--- src/rtl/ordq_pkg.sv ---
`timescale 1ns/1ps
package ordq_pkg;
   localparam int KIND_W = 3;
   localparam logic [KIND_W-1:0] K_LOAD  = 3'd0;
   localparam logic [KIND_W-1:0] K_STORE = 3'd1;
   localparam logic [KIND_W-1:0] K_ACQ   = 3'd2;
   localparam logic [KIND_W-1:0] K_REL   = 3'd3;
   localparam logic [KIND_W-1:0] K_FENCE = 3'd4;
endpackage

--- src/rtl/ordq_elig.sv ---
`timescale 1ns/1ps
// Per-slot issue eligibility for a compacting age-ordered queue (slot 0 oldest).
module ordq_elig #(
   parameter int N = 8
) (
   input  logic [N-1:0] vld,
   input  logic [N-1:0] rdy,
   input  logic [N-1:0] gntd,
   input  logic [N-1:0] bar,   // acquire or fence: blocks younger
   input  logic [N-1:0] rel,   // release: waits for older
   input  logic [N-1:0] fen,   // never issued
   output logic [N-1:0] elig
);
   for (genvar g = 0; g < N; g++) begin : g_slot
      localparam logic [N-1:0] OLDER = (N'(1) << g) - N'(1);
      logic bar_older, occ_older;
      assign bar_older = |(bar & OLDER);
      assign occ_older = |(vld & OLDER);
      assign elig[g] = vld[g] & rdy[g] & ~gntd[g] & ~fen[g] & ~bar_older
                     & ~(rel[g] & occ_older);
   end
endmodule

--- src/rtl/ordq_pick.sv ---
`timescale 1ns/1ps
// Lowest-index (oldest) request picker with index encoding.
module ordq_pick #(
   parameter int N     = 8,
   parameter int IDX_W = 3
) (
   input  logic [N-1:0]     req,
   output logic [N-1:0]     onehot,
   output logic [IDX_W-1:0] idx,
   output logic             any
);
   assign onehot = req & (~req + N'(1));
   assign any    = |req;
   always_comb begin
      idx = '0;
      for (int i = 0; i < N; i++)
         if (onehot[i]) idx = idx | IDX_W'(i);
   end
endmodule

--- src/rtl/ordq_top.sv ---
`timescale 1ns/1ps
module ordq_top
   import ordq_pkg::*;
#(
   parameter int DEPTH  = 8,
   parameter int TAG_W  = 6,
   parameter int ADDR_W = 16
) (
   input  logic              clk,
   input  logic              rst_n,
   input  logic              in_valid,
   input  logic [KIND_W-1:0] in_kind,
   input  logic [TAG_W-1:0]  in_tag,
   input  logic [ADDR_W-1:0] in_addr,
   input  logic              in_hit,
   output logic              full,
   input  logic              fill_valid,
   input  logic [TAG_W-1:0]  fill_tag,
   output logic              gnt_valid,
   output logic [TAG_W-1:0]  gnt_tag,
   output logic [ADDR_W-1:0] gnt_addr,
   output logic              gnt_write,
   input  logic              ack_valid,
   input  logic [TAG_W-1:0]  ack_tag
);
   localparam int IDX_W = (DEPTH > 1) ? $clog2(DEPTH) : 1;
   localparam int CNT_W = $clog2(DEPTH + 1);

   if (DEPTH < 2) begin : g_bad_depth
      $error("ordq_top: DEPTH must be at least 2");
   end
   if (TAG_W < 1 || ADDR_W < 1) begin : g_bad_width
      $error("ordq_top: TAG_W and ADDR_W must be positive");
   end

   logic [DEPTH-1:0]  vld_q, rdy_q, gntd_q, vld_d, rdy_d, gntd_d;
   logic [KIND_W-1:0] kind_q [DEPTH];
   logic [KIND_W-1:0] kind_d [DEPTH];
   logic [TAG_W-1:0]  tag_q  [DEPTH];
   logic [TAG_W-1:0]  tag_d  [DEPTH];
   logic [ADDR_W-1:0] addr_q [DEPTH];
   logic [ADDR_W-1:0] addr_d [DEPTH];

   logic [DEPTH-1:0] is_bar, is_rel, is_fen, elig, pick, kill, fill_hit;
   logic [IDX_W-1:0] gnt_idx;
   logic [CNT_W-1:0] occ, ins;
   logic             push;

   // per-slot decode
   for (genvar g = 0; g < DEPTH; g++) begin : g_dec
      assign is_bar[g]   = vld_q[g] & ((kind_q[g] == K_ACQ) | (kind_q[g] == K_FENCE));
      assign is_rel[g]   = vld_q[g] & (kind_q[g] == K_REL);
      assign is_fen[g]   = vld_q[g] & (kind_q[g] == K_FENCE);
      assign fill_hit[g] = fill_valid & vld_q[g] & ~gntd_q[g] & (tag_q[g] == fill_tag);
      if (g == 0) begin : g_head
         // a fence at the head has nothing older left: it retires now
         assign kill[g] = (ack_valid & vld_q[g] & gntd_q[g] & (tag_q[g] == ack_tag))
                        | (is_fen[g] & ~ack_valid);
      end else begin : g_body
         assign kill[g] = ack_valid & vld_q[g] & gntd_q[g] & (tag_q[g] == ack_tag);
      end
   end

   ordq_elig #(.N(DEPTH)) u_elig (
      .vld (vld_q), .rdy (rdy_q), .gntd (gntd_q),
      .bar (is_bar), .rel (is_rel), .fen (is_fen), .elig (elig)
   );

   ordq_pick #(.N(DEPTH), .IDX_W(IDX_W)) u_pick (
      .req (elig), .onehot (pick), .idx (gnt_idx), .any (gnt_valid)
   );

   assign gnt_tag   = tag_q[gnt_idx];
   assign gnt_addr  = addr_q[gnt_idx];
   assign gnt_write = (kind_q[gnt_idx] == K_STORE) | (kind_q[gnt_idx] == K_REL);
   assign full      = vld_q[DEPTH-1];
   assign push      = in_valid & ~full;

   always_comb begin
      occ = '0;
      for (int i = 0; i < DEPTH; i++) occ = occ + CNT_W'(vld_q[i]);
      ins = occ - CNT_W'(|kill);
   end

   // update flags, close the gap left by a removed entry, append at the tail
   always_comb begin
      logic             sh;
      logic [DEPTH-1:0] rdy_m, gntd_m;
      rdy_m  = rdy_q | fill_hit;
      gntd_m = gntd_q | pick;
      sh     = 1'b0;
      for (int j = 0; j < DEPTH; j++) begin
         sh = sh | kill[j];
         if (!sh) begin
            vld_d[j] = vld_q[j];  rdy_d[j] = rdy_m[j];  gntd_d[j] = gntd_m[j];
            kind_d[j] = kind_q[j]; tag_d[j] = tag_q[j]; addr_d[j] = addr_q[j];
         end else if (j < DEPTH - 1) begin
            vld_d[j] = vld_q[j+1];  rdy_d[j] = rdy_m[j+1];  gntd_d[j] = gntd_m[j+1];
            kind_d[j] = kind_q[j+1]; tag_d[j] = tag_q[j+1]; addr_d[j] = addr_q[j+1];
         end else begin
            vld_d[j] = 1'b0;  rdy_d[j] = 1'b0;  gntd_d[j] = 1'b0;
            kind_d[j] = kind_q[j]; tag_d[j] = tag_q[j]; addr_d[j] = addr_q[j];
         end
         if (push && (CNT_W'(j) == ins)) begin
            vld_d[j] = 1'b1;  rdy_d[j] = in_hit;  gntd_d[j] = 1'b0;
            kind_d[j] = in_kind; tag_d[j] = in_tag; addr_d[j] = in_addr;
         end
      end
   end

   always_ff @(posedge clk) begin
      if (!rst_n) begin
         vld_q  <= '0;
         rdy_q  <= '0;
         gntd_q <= '0;
      end else begin
         vld_q  <= vld_d;
         rdy_q  <= rdy_d;
         gntd_q <= gntd_d;
      end
   end

   always_ff @(posedge clk) begin
      for (int j = 0; j < DEPTH; j++) begin
         kind_q[j] <= kind_d[j];
         tag_q[j]  <= tag_d[j];
         addr_q[j] <= addr_d[j];
      end
   end
endmodule

--- config.mk ---
export PLATFORM = sky130hd
export DESIGN_NAME = ordq_top
export DESIGN_NICKNAME = d
export VERILOG_FILES = /design/src/rtl/ordq_pkg.sv /design/src/rtl/ordq_elig.sv /design/src/rtl/ordq_pick.sv /design/src/rtl/ordq_top.sv
export SDC_FILE = /design/constraint.sdc
export NUM_CORES = 1
export LEC_CHECK = 0
export BUFFER_PORTS_ARGS = -buffer_cell sky130_fd_sc_hd__buf_2
export CAP_MARGIN = 10
export CELL_PAD_IN_SITES_DETAIL_PLACEMENT = 1
export CELL_PAD_IN_SITES_GLOBAL_PLACEMENT = 1
export CORE_AREA = 2 2 213 215
export DETAILED_ROUTE_END_ITERATION = 12
export DIE_AREA = 0 0 215 217
export GPL_TIMING_DRIVEN = 0
export PLACE_DENSITY = 0.6
export RECOVER_POWER = 50
export SYNTH_ARGS = -nofsm -noshare
export SYNTH_HDL_FRONTEND = slang
export SYNTH_SLANG_ARGS = --single-unit
--- constraint.sdc ---
create_clock -name clk -period 19.85 [get_ports clk]
set_input_delay 1.985 -clock clk [delete_from_list [all_inputs] [get_ports clk]]
set_output_delay 1.985 -clock clk [all_outputs]
set_load 0.005 [all_outputs]
==> results of run 1 <==
registers in the layout (all words and copies together) (netlist names):
name    flops
addr_q    128
tag_q      48
kind_q     24
gntd_q      8
rdy_q       8
vld_q       8
per-layer routing:
metal | routed length [µm] | vias to the layer above
met4 | 1216 | 4
met1 | 21680 | 5172
met3 | 2332 | 76
met5 | 28 | -
li1 | - | 4561
met2 | 23670 | 266
power by group through the flow:
stage          clock network, mW  registers (mW)  logic, mW
6_report                   0.503           0.702      0.533
5_1_grt                    0.524           0.709      0.579
4_1_cts                    0.509           0.700      0.542
3_5_place_dp                   0           0.709      0.539
3_3_place_gp                   0           0.709      0.520
2_1_floorplan                  0           0.679      0.335
cell families (layout without fill, tap and decap cells):
family                     after synthesis  in the layout
AOI/OAI and AO/OA                      117            117
xor gates and xnor gates               106            106
adders and majority gates                9              9
buffers and inverters                   95            202
DFF                                    224            224
muxes                                  183            183
and+or+nand+nor                        499            499
stage by stage:
step	util, %	worst slack [ns]	hold slack (ns)	power (mW)	instance area, µm²
CTS	33.98	10.84	0.5499	1.751	15190
floorplan	-	12.23	0.5159	1.014	13180
detailed placement	32.02	10.28	0.5343	1.248	14310
global placement	31.76	9.402	0.5274	1.229	14190
global route	33.69	8.859	0.5787	1.812	15060
finish	33.69	9.509	0.5476	1.737	15060
cells in the final DEF, fill, tap and decap left out, types with 7 or more instances in the layout:
cell type  instances
a21boi_0           9
xor2_1            49
nor3_1             9
nor3b_1            8
dfxtp_1           24
inv_1             16
a32oi_1           22
nor2b_1           12
edfxtp_1         200
xnor2_1           57
nand3_1           16
and3_1            11
clkinv_2           8
clkbuf_16         27
nand4_1            9
buf_2             29
a41oi_1            7
o21a_1            26
o21ai_0            9
buf_6              7
nor4_1            10
nand2_1          361
clkinv_1           9
clkbuf_1          83
mux2i_1          104
nor2_1            15
a21oi_1           12
mux2_2            79
nand4b_1          10
worst max-delay path, stage by stage:
cell      delay, ns
clkbuf_1       0.47
nor3b_1        0.17
a21oi_1        0.67
o31ai_1        0.44
nor3_1         1.12
nand3_1        0.49
ha_1           0.44
inv_1          0.04
fa_1           0.47
inv_1          0.05
fa_1           0.47
inv_1          0.04
ha_1           0.22
fa_1           0.58
nor4bb_1       0.52
and3_1         0.25
clkbuf_1       0.65
clkbuf_1       1.27
o31ai_1        0.21
and2_0         0.22
cells in the mapped netlist, drive strengths merged (2+ instances only):
library cell  instances  area [µm²]
a31oi                 2       12.51
and3                 11       68.82
nor4b                 2       17.52
nor2b                12       75.07
a21o                  3       22.52
o31ai                 2       20.02
mux2i               104        1041
xnor2                57       499.2
nand4                 9       56.30
xor2                 49       429.2
edfxtp              200        6006
nand3                16       80.08
a221oi                2       17.52
a32oi                22       192.7
a41oi                 7       61.31
or3b                  5       43.80
nand2b                7       43.79
nor2                 17       73.82
ha                    4       50.05
dfxtp                24       480.5
o21a                 26       195.2
a21oi                14       81.33
nand2               364        1366
nor3b                 8       71.32
and2                  7       46.30
o211ai                2       15.01
o22ai                 2       12.51
mux2                 79       889.6
a311oi                3       32.53
nand3b                6       45.04
nor3                 10       66.32
inv                  16       60.06
nor4                 10       62.56
fa                    5       100.1
a21boi                9       67.56
a22oi                 2       15.01
a211oi                3       22.52
o21ai                 9       45.04
nand4b               10       87.58
clkbuf               36       138.9
buf                  42       302.8
final timing paths:
check,start,to,slack (ns),cells past startpoint
worst min-delay path,addr_q[5][7]$_DFFE_PP_,addr_q[4][7]$_DFFE_PP_,0.55,2
worst max-delay path,ack_valid,rdy_q[7]$_SDFF_PN0_,9.51,20
worst max register to register,tag_q[0][5]$_DFFE_PP_,rdy_q[7]$_SDFF_PN0_,10.70,20
worst min register to register,addr_q[5][7]$_DFFE_PP_,addr_q[4][7]$_DFFE_PP_,0.55,2
layout make-up:
type                    count  area share, %
flip-flops and latches    224          43.07
multi-input cells         914          40.99
well taps                 600          4.985
clock buffers              28          4.511
plain buffers              78          2.684
repair buffers             57          2.027
clock inverters            22          1.304
inverters                  17         0.4237
==> metrics, run 1 <==
outcome=finished, violations left; failing checks=max-capacitance violations, max-slew violations; Critical Path AT=10.81 ns; global-route wire length before repair=71,590 µm; CTS resizes=0; clock-pin slew on the worst setup and hold paths=0.06 ns; flip-flop and latch area=0.006486 mm²; core area=0.04470 mm²; Mapped Area=0.01318 mm²; post-synthesis mux area share=14.64%; Post-Synth XOR/XNOR Area=7.042%; HP Class=reg -> reg; die area=0.04666 mm²; slew at the pin closest to its max-slew limit=1.679 ns; Layout area overhead=14.23%; synth unique cells=71; initial DRC count=672; # nets final=1,371; WL/cell=25.22 µm; CP required=20.32 ns; IO Count=68; final-report setup violation count=0; initial antenna violation count=2; Cell Count, Final, Fillers Out=1,940; Post-synth EDFFs=200; vias in the first global route=10,580; Clk pwr share=28.9%; Comb pwr share=30.7%; max-cap check violation count=1; width of the die=215 µm; drt pass-1 iters=5; total global routing overflow=0; fin crit share=52.10%; initial core utilization=29.50%; routability-driven placement congestion ratio=0.8738; Die H=217 µm; clk_lat worst skew=0.58 ns; Global Route met3 Usage=3.229%; Yosys warning total=0; DRC Markers=0; Switching Power=0.6196 mW; Routed Antenna Nets=0; minimum clock period after layout=10.34 ns; internal power=1.118 mW; Setup Buffers After CTS=0; Worst Skew=0.01192 ns; asr flop ratio synth=0%; WL final=48,930 µm; Inserted Diodes=0; critical path class=in -> reg; H-tree lvl count=1; grt met1 use=27.15%; TritonCTS Buffers=27; CTS tree=done; CTS sink cnt=224; Post-Synth Simple-Gate Area=17.05%; Clock Path Buffers=3; DR vias/cell=5.195; Clock Tree Root=clkbuf_16; Max-slew headroom=-11.95%; Peak VDD IR=0.06281 mV; Switching Share=35.67%; largest family of logic cells by synthesized area=simple AND/OR/NAND/NOR gates; GRT met2 Usage=36.30%; Avg Inst Size Synth=10.69 µm²; sequential area share after synthesis=49.20%; adder-cell share of the synthesized area=1.139%; # port buffers=52; syn_nets=1,285; Cells after DPL=1,890; most common flop cell mapped by yosys=edfxtp_1; #FFs+latches synth=224; Hold-fix buffers, CTS=0; Seq pwr share=40.4%; complex-gate fraction of the synthesized area=7.089%; RSZ-0062 raised after global routing=false; final number of hold-violating endpoints=0; layout cell share with drive strength beyond 1=14.18%; Slew Viols, Final=20; largest net degree at the start of global routing=26; Final HPWL DP=34,670 µm; power density cells=115.4 mW/mm²; Max Clk Rate=96.70 MHz; Via Count=10,080; endpoint type of the worst setup path=register; CP max FO=19; Synth Instances=1,233; Fillers=5,115; Leak=5.707 nW; Multi-input gate area=0.006173 mm²; grt peak-use layer=met2; All-Layer GR Usage=20.85%; Std-Cell Rows=78; Critical Path Source Type=primary input; setup TNS=0 ns
Note: power is estimated with default switching activity, not from simulation.
==> inputs of run 2 (changes only) <==
--- a/config.mk
+++ b/config.mk
@@ -13,7 +13,7 @@
 export DETAILED_ROUTE_END_ITERATION = 12
 export DIE_AREA = 0 0 215 217
 export GPL_TIMING_DRIVEN = 0
-export PLACE_DENSITY = 0.6
+export PLACE_DENSITY = 0.62
 export RECOVER_POWER = 50
 export SYNTH_ARGS = -nofsm -noshare
 export SYNTH_HDL_FRONTEND = slang
==> constraint.sdc (replaced) <==
create_clock -name clk -period 9.3 [get_ports clk]
set_input_delay 0.93 -clock clk [delete_from_list [all_inputs] [get_ports clk]]
set_output_delay 0.93 -clock clk [all_outputs]
set_load 0.005 [all_outputs]
==> run 2 against run 1 <==
The flow still finishes with violations (max-capacitance violations, max-slew violations). Register-to-register slack got worse by 9.7 ns. Die area unchanged. Clock skew grew 0.0081 ns. Largest power group unchanged. Critical path depth fell by 2. Sequential power increased by 110%. Highest routed layer unchanged. Design area is 0.25% lower. Combinational power increased by 110%. Final cell count barely moved. Critical endpoint is now tag_q[1][4]$_DFFE_PP_.
==> metrics, run 2 (synthesized netlist as in run 1, its figures left out) <==
RSZ-0062 raised after global routing=false; critical path class=in -> reg; Critical Path AT=8.54 ns (-2.27 ns); CP required=9.49 ns (-10.83 ns); Leak=5.686 nW (-0.37%); Peak VDD IR=0.1250 mV (+99%); final number of hold-violating endpoints=0 (unchanged); Setup crit start=ack_valid; DR vias/cell=5.178 (-0.33%); DRC Markers=0 (unchanged); max-cap check violation count=1 (unchanged); initial DRC count=843 (+25%); Hold-fix buffers, CTS=0 (unchanged); Largest register FFs=128 (unchanged); WL final=48,530 µm (-0.81%); global-route wire length before repair=70,550 µm (-1.4%); Die H=217 µm (unchanged); vias in the first global route=10,600 (+0.17%); All-Layer GR Usage=20.47% (-0.39 points); Routed Antenna Nets=0 (unchanged); Via Count=10,040 (-0.38%); worst path cell trace=clkbuf_1, nor3b_1, a21oi_1, o31ai_2, nor3_4, nand3_1, ha_1, inv_1, fa_1, inv_1, fa_1, inv_1, ha_1, fa_1, nor4b_1, and3_1, clkbuf_1, or2_2; setup TNS=0 ns (unchanged); width of the die=215 µm (unchanged); endpoint type of the worst setup path=register; DP Worst Slack=0.7943 ns (-9.481 ns); largest net degree at the start of global routing=26 (unchanged); Worst setup endpoint=tag_q[1][4]$_DFFE_PP_; H-tree lvl count=1 (unchanged); final-report setup violation count=0 (unchanged); most frequent cells in the layout=nand2_1, edfxtp_1, mux2i_1; Clock Tree Root=clkbuf_16; Setup WS post-layout=0.9443 ns (-8.564 ns); CTS resizes=0 (unchanged); Max Clk Rate=119.7 MHz; Critical Path Source Type=primary input; Worst Skew=0.02004 ns (+0.008115 ns); Final HPWL DP=34,250 µm (-1.2%); Max-slew headroom=-31.52% (-20 points); CP max FO=25 (+6); drt pass-1 iters=5 (unchanged); HP Class=reg -> reg; reg2reg setup slack=1.04 ns (-9.66 ns); worst r2r path cells=19 (-5.0%); power density cells=241.7 mW/mm² (+110%); Critical-path top delay cell=nor4b_1; routability-driven placement congestion ratio=0.9150 (+4.7%); r2r startpoint=vld_q[0]$_SDFFE_PN0P_; # port buffers=52 (unchanged); Std-Cell Rows=78 (unchanged); WL/cell=25.03 µm (-0.76%); Slew Viols, Final=23 (+15%); worst hold slack=0.5394 ns (-0.008199 ns); CTS sink cnt=224 (unchanged); IO Count=68 (unchanged); Layout area overhead=13.94%; CTS tree=done; initial antenna violation count=3 (+1); CP max stage delay=0.84 ns (-0.43 ns); minimum clock period after layout=8.356 ns; Total Power=3.631 mW (+110%); fin crit share=89.85%; worst hold stages=2 (unchanged); most common cell after layout, fill and taps aside=nand2_1; core area=0.04470 mm² (unchanged); failing checks=max-capacitance violations, max-slew violations; clock-pin slew on the worst setup and hold paths=0.06 ns (about the same); layout cell share with drive strength beyond 1=14.05% (-0.13 points); Critical R2R Capture=tag_q[1][4]$_DFFE_PP_; Top Registers=addr_q: 128 flops, tag_q: 48 flops, kind_q: 24 flops; initial core utilization=29.50% (unchanged); Clock Path Buffers=3 (unchanged); clk_lat worst skew=0.57 ns (about the same); largest register by flop count=addr_q; total global routing overflow=0 (unchanged); outcome=finished, violations left; slew at the pin closest to its max-slew limit=1.973 ns (+0.2935 ns); Setup Buffers After CTS=0 (unchanged); die area=0.04666 mm² (unchanged); TritonCTS Buffers=26 (-3.7%); # nets final=1,370 (-0.073%)
run 2: changes by cell type in the layout (fill, tap and decap cells not counted), moves of 2 or more:
cell       previous run  this run
bufinv_16             3         0
clkbuf_1             83        89
clkbuf_8              0         2
clkinv_1              9         6
clkinv_2              8         4
run 2: power breakdown:
group	switching, mW	internal (mW)
Sequential	0.136	1.36
Clock	0.447	0.554
Combinational	0.723	0.413
run 2: layout make-up:
type / count / area (µm²)
tap: 600 / 750.7
clock buffer: 37 / 737.0
sequential: 224 / 6486
multi-input combinational: 914 / 6195
antenna: 1 / 2.502
fill: 5069 / 29680
inverter: 17 / 63.81
timing repair buffer: 57 / 305.3
clock inverter: 11 / 77.57
buffer: 78 / 404.1
run 2: stage by stage:
| stage | util, % | area, µm² | instances |
|---|---|---|---|
| 2_1_floorplan | - | 13180 | 1233 |
| 3_3_place_gp | 31.76 | 14190 | 1885 |
| 3_5_place_dp | 32.02 | 14310 | 1890 |
| 4_1_cts | 33.85 | 15130 | 1938 |
| 5_1_grt | 33.60 | 15020 | 1938 |
| 6_report | 33.61 | 15020 | 1939 |
run 2: worst min-delay path by stage:
| stage | to | slack (ns) | from |
|---|---|---|---|
| 2_1_floorplan | addr_q[0][15]$_DFFE_PP_ | 0.52 | addr_q[1][15]$_DFFE_PP_ |
| 3_3_place_gp | addr_q[4][12]$_DFFE_PP_ | 0.53 | addr_q[5][12]$_DFFE_PP_ |
| 3_5_place_dp | addr_q[4][2]$_DFFE_PP_ | 0.53 | addr_q[5][2]$_DFFE_PP_ |
| 4_1_cts | addr_q[4][2]$_DFFE_PP_ | 0.55 | addr_q[5][2]$_DFFE_PP_ |
| 5_1_grt | addr_q[4][11]$_DFFE_PP_ | 0.58 | addr_q[5][11]$_DFFE_PP_ |
| 6_report | addr_q[4][2]$_DFFE_PP_ | 0.54 | addr_q[5][2]$_DFFE_PP_ |
run 2: routing by layer:
| metal | wire length [µm] | vias to the layer above | track usage (%) |
|---|---|---|---|
| met5 | 26 | - | 0 |
| met4 | 1000 | 4 | 4.368 |
| met3 | 2649 | 65 | 3.159 |
| met1 | 21790 | 5170 | 27.54 |
| li1 | - | 4556 | - |
| met2 | 23070 | 246 | 34.89 |
run 2: worst max-delay path, delay by kind of cell:
family,cells,cell delay (ns)
and+or+nand+nor,6,3.07
buffers and inverters,5,1.35
adders and majority gates,5,2.05
AOI/OAI and AO/OA,2,1.10
==> inputs of run 3 (changes only) <==
--- a/config.mk
+++ b/config.mk
@@ -9,11 +9,11 @@
 export CAP_MARGIN = 10
 export CELL_PAD_IN_SITES_DETAIL_PLACEMENT = 1
 export CELL_PAD_IN_SITES_GLOBAL_PLACEMENT = 1
-export CORE_AREA = 2 2 213 215
+export CORE_AREA = 2 2 175 177
 export DETAILED_ROUTE_END_ITERATION = 12
-export DIE_AREA = 0 0 215 217
+export DIE_AREA = 0 0 177 179
 export GPL_TIMING_DRIVEN = 0
-export PLACE_DENSITY = 0.62
+export PLACE_DENSITY = 0.83
 export RECOVER_POWER = 50
 export SYNTH_ARGS = -nofsm -noshare
 export SYNTH_HDL_FRONTEND = slang
==> run 3 against run 2 <==
The flow still finishes with violations (max-capacitance violations, max-slew violations). Clock-buffer cell count down 6. Worst setup slack got worse by 0.054 ns. Largest cell class unchanged. Core utilization up 16 points. Power increased by 0.48%. Clock power is essentially flat. Sequential cell count unchanged. Die area is 32% lower. Worst hold slack better by 0.018 ns. Fmax is 0.65% lower. Routed wire length shrank 4.3%.
==> metrics, run 3 (synthesized netlist as in run 1, its figures left out) <==
outcome=finished, violations left; failing checks=max-capacitance violations, max-slew violations; Crit path depth=19 (+1); initial DRC count=872 (+3.4%); slew at the pin closest to its max-slew limit=1.694 ns (-0.2790 ns); worst r2r path cells=19 (unchanged); RSZ-0062 raised after global routing=false; WL/cell=26.79 µm (+7.0%); core area=0.03003 mm² (-33%); Inserted Diodes=0 (-1); CP top delay family=simple AND/OR/NAND/NOR gates; WL final=46,430 µm (-4.3%); most common cell after layout, fill and taps aside=nand2_1; clock-pin slew on the worst setup and hold paths=0.06 ns (about the same); worst hold stages=2 (unchanged); die area=0.03168 mm² (-32%); CTS resizes=0 (unchanged); global-route wire length before repair=69,200 µm (-1.9%); Std-Cell Rows=64 (-18%); Layout area overhead=12.07%; routability-driven placement congestion ratio=0.9344 (+2.1%); total global routing overflow=0 (unchanged); CTS tree=done; worst path cell trace=clkbuf_1, nor3b_1, a21oi_1, o31ai_1, nor3_4, nand3_1, ha_1, inv_1, fa_1, inv_1, fa_1, inv_1, ha_1, fa_1, nor4b_1, nand2_1, clkbuf_1, nand2_1, buf_8; most frequent cells in the layout=nand2_1, edfxtp_1, mux2i_1; initial antenna violation count=0 (-3); largest net degree at the start of global routing=26 (unchanged); final-report setup violation count=0 (unchanged); Critical Path Source Type=primary input; Critical Path AT=8.67 ns (+0.13 ns); DRC Markers=0 (unchanged); drt pass-1 iters=5 (unchanged); Peak VDD IR=0.1727 mV (+38%); Max-slew headroom=-12.92% (+19 points); Worst Path Buf+Inv=6 (+1); Worst Skew=0.02753 ns (+0.007487 ns); Largest register FFs=128 (unchanged); # port buffers=52 (unchanged); CTS sink cnt=224 (unchanged); Setup Buffers After CTS=0 (unchanged); Hold-fix buffers, CTS=0 (unchanged); Final HPWL DP=32,880 µm (-4.0%); endpoint type of the worst setup path=register; Clock Path Buffers=3 (unchanged); Clock Tree Root=clkbuf_16; Slew Viols, Final=22 (-4.3%); CP max stage delay=0.90 ns (+0.06 ns); H-tree lvl count=1 (unchanged); TritonCTS Buffers=26 (unchanged); Max Clk Rate=118.9 MHz (-0.65%); Critical-path top delay cell=nor4b_1; Total Power=3.648 mW (+0.48%); CP max FO=15 (-40%); power density cells=246.9 mW/mm² (+2.2%); # nets final=1,371 (+0.073%); CP required=9.56 ns (+0.07 ns); IO Count=68 (unchanged); setup TNS=0 ns (unchanged); fin crit share=90.43% (+0.58 points); critical path class=in -> reg; vias in the first global route=11,190 (+5.6%); DR vias/cell=6.021 (+16%); All-Layer GR Usage=29.80% (+9.3 points); Die H=179 µm (-18%); width of the die=177 µm (-18%); clk_lat worst skew=0.57 ns (about the same); minimum clock period after layout=8.410 ns (+0.05435 ns); final number of hold-violating endpoints=0 (unchanged); initial core utilization=43.90% (+14 points); Via Count=10,430 (+3.9%); Leak=5.677 nW (-0.15%); Top Registers=addr_q: 128 flops, tag_q: 48 flops, kind_q: 24 flops; largest register by flop count=addr_q; Routed Antenna Nets=0 (unchanged); max-cap check violation count=1 (unchanged); HP Class=reg -> reg; layout cell share with drive strength beyond 1=13.39% (-0.66 points)
[run 3: worst paths after layout]
| kind | endpoint | slack, ns | startpoint |
|---|---|---|---|
| min | addr_q[4][2]$_DFFE_PP_ | 0.56 | addr_q[5][2]$_DFFE_PP_ |
| max | tag_q[4][4]$_DFFE_PP_ | 0.89 | ack_valid |
| min reg2reg | addr_q[4][2]$_DFFE_PP_ | 0.56 | addr_q[5][2]$_DFFE_PP_ |
| max reg2reg | tag_q[4][4]$_DFFE_PP_ | 1.04 | tag_q[0][5]$_DFFE_PP_ |
[run 3: through the flow]
stage | util, % | std cells | cell area, µm² | hold WS (ns) | setup slack [ns]
floorplan | - | 1233 | 13180 | 0.5159 | 2.739
global placement | 46.42 | 1681 | 13940 | 0.5283 | 0.1325
detailed placement | 46.88 | 1687 | 14080 | 0.5391 | 0.9079
CTS | 49.62 | 1733 | 14900 | 0.5542 | 1.443
global route | 49.20 | 1733 | 14780 | 0.5773 | 0.5239
finish | 49.20 | 1733 | 14780 | 0.5574 | 0.8900
[run 3: per-layer routing]
metal / global-route usage (%) / share of wire (%)
met5: 0 / 0
met4: 14.60 / 5.1
met3: 5.471 / 7.5
met2: 50.47 / 48
met1: 36.62 / 40
[run 3: tightest hold or removal path: stages (launching register included)]
cell and delay (ns):
edfxtp_1 0.34, nand2_1 0.06, nand2_1 0.06
[run 3: area by class of cell]
type / instances / area (µm²)
Tap cell: 396 / 495.5
Inverter: 17 / 63.81
Clock buffer: 31 / 669.4
Multi-Input combinational cell: 914 / 6182
Sequential cell: 224 / 6486
Fill cell: 3378 / 15250
Timing Repair Buffer: 58 / 320.3
Buffer: 78 / 404.1
Clock inverter: 15 / 153.9
[run 3: power by group]
| group | switching [mW] | leakage (nW) | internal [mW] | total, mW |
|---|---|---|---|---|
| clock network | 0.439 | 0.395 | 0.571 | 1.01 |
| registers | 0.137 | 2.02 | 1.36 | 1.49 |
| logic | 0.720 | 3.27 | 0.424 | 1.14 |
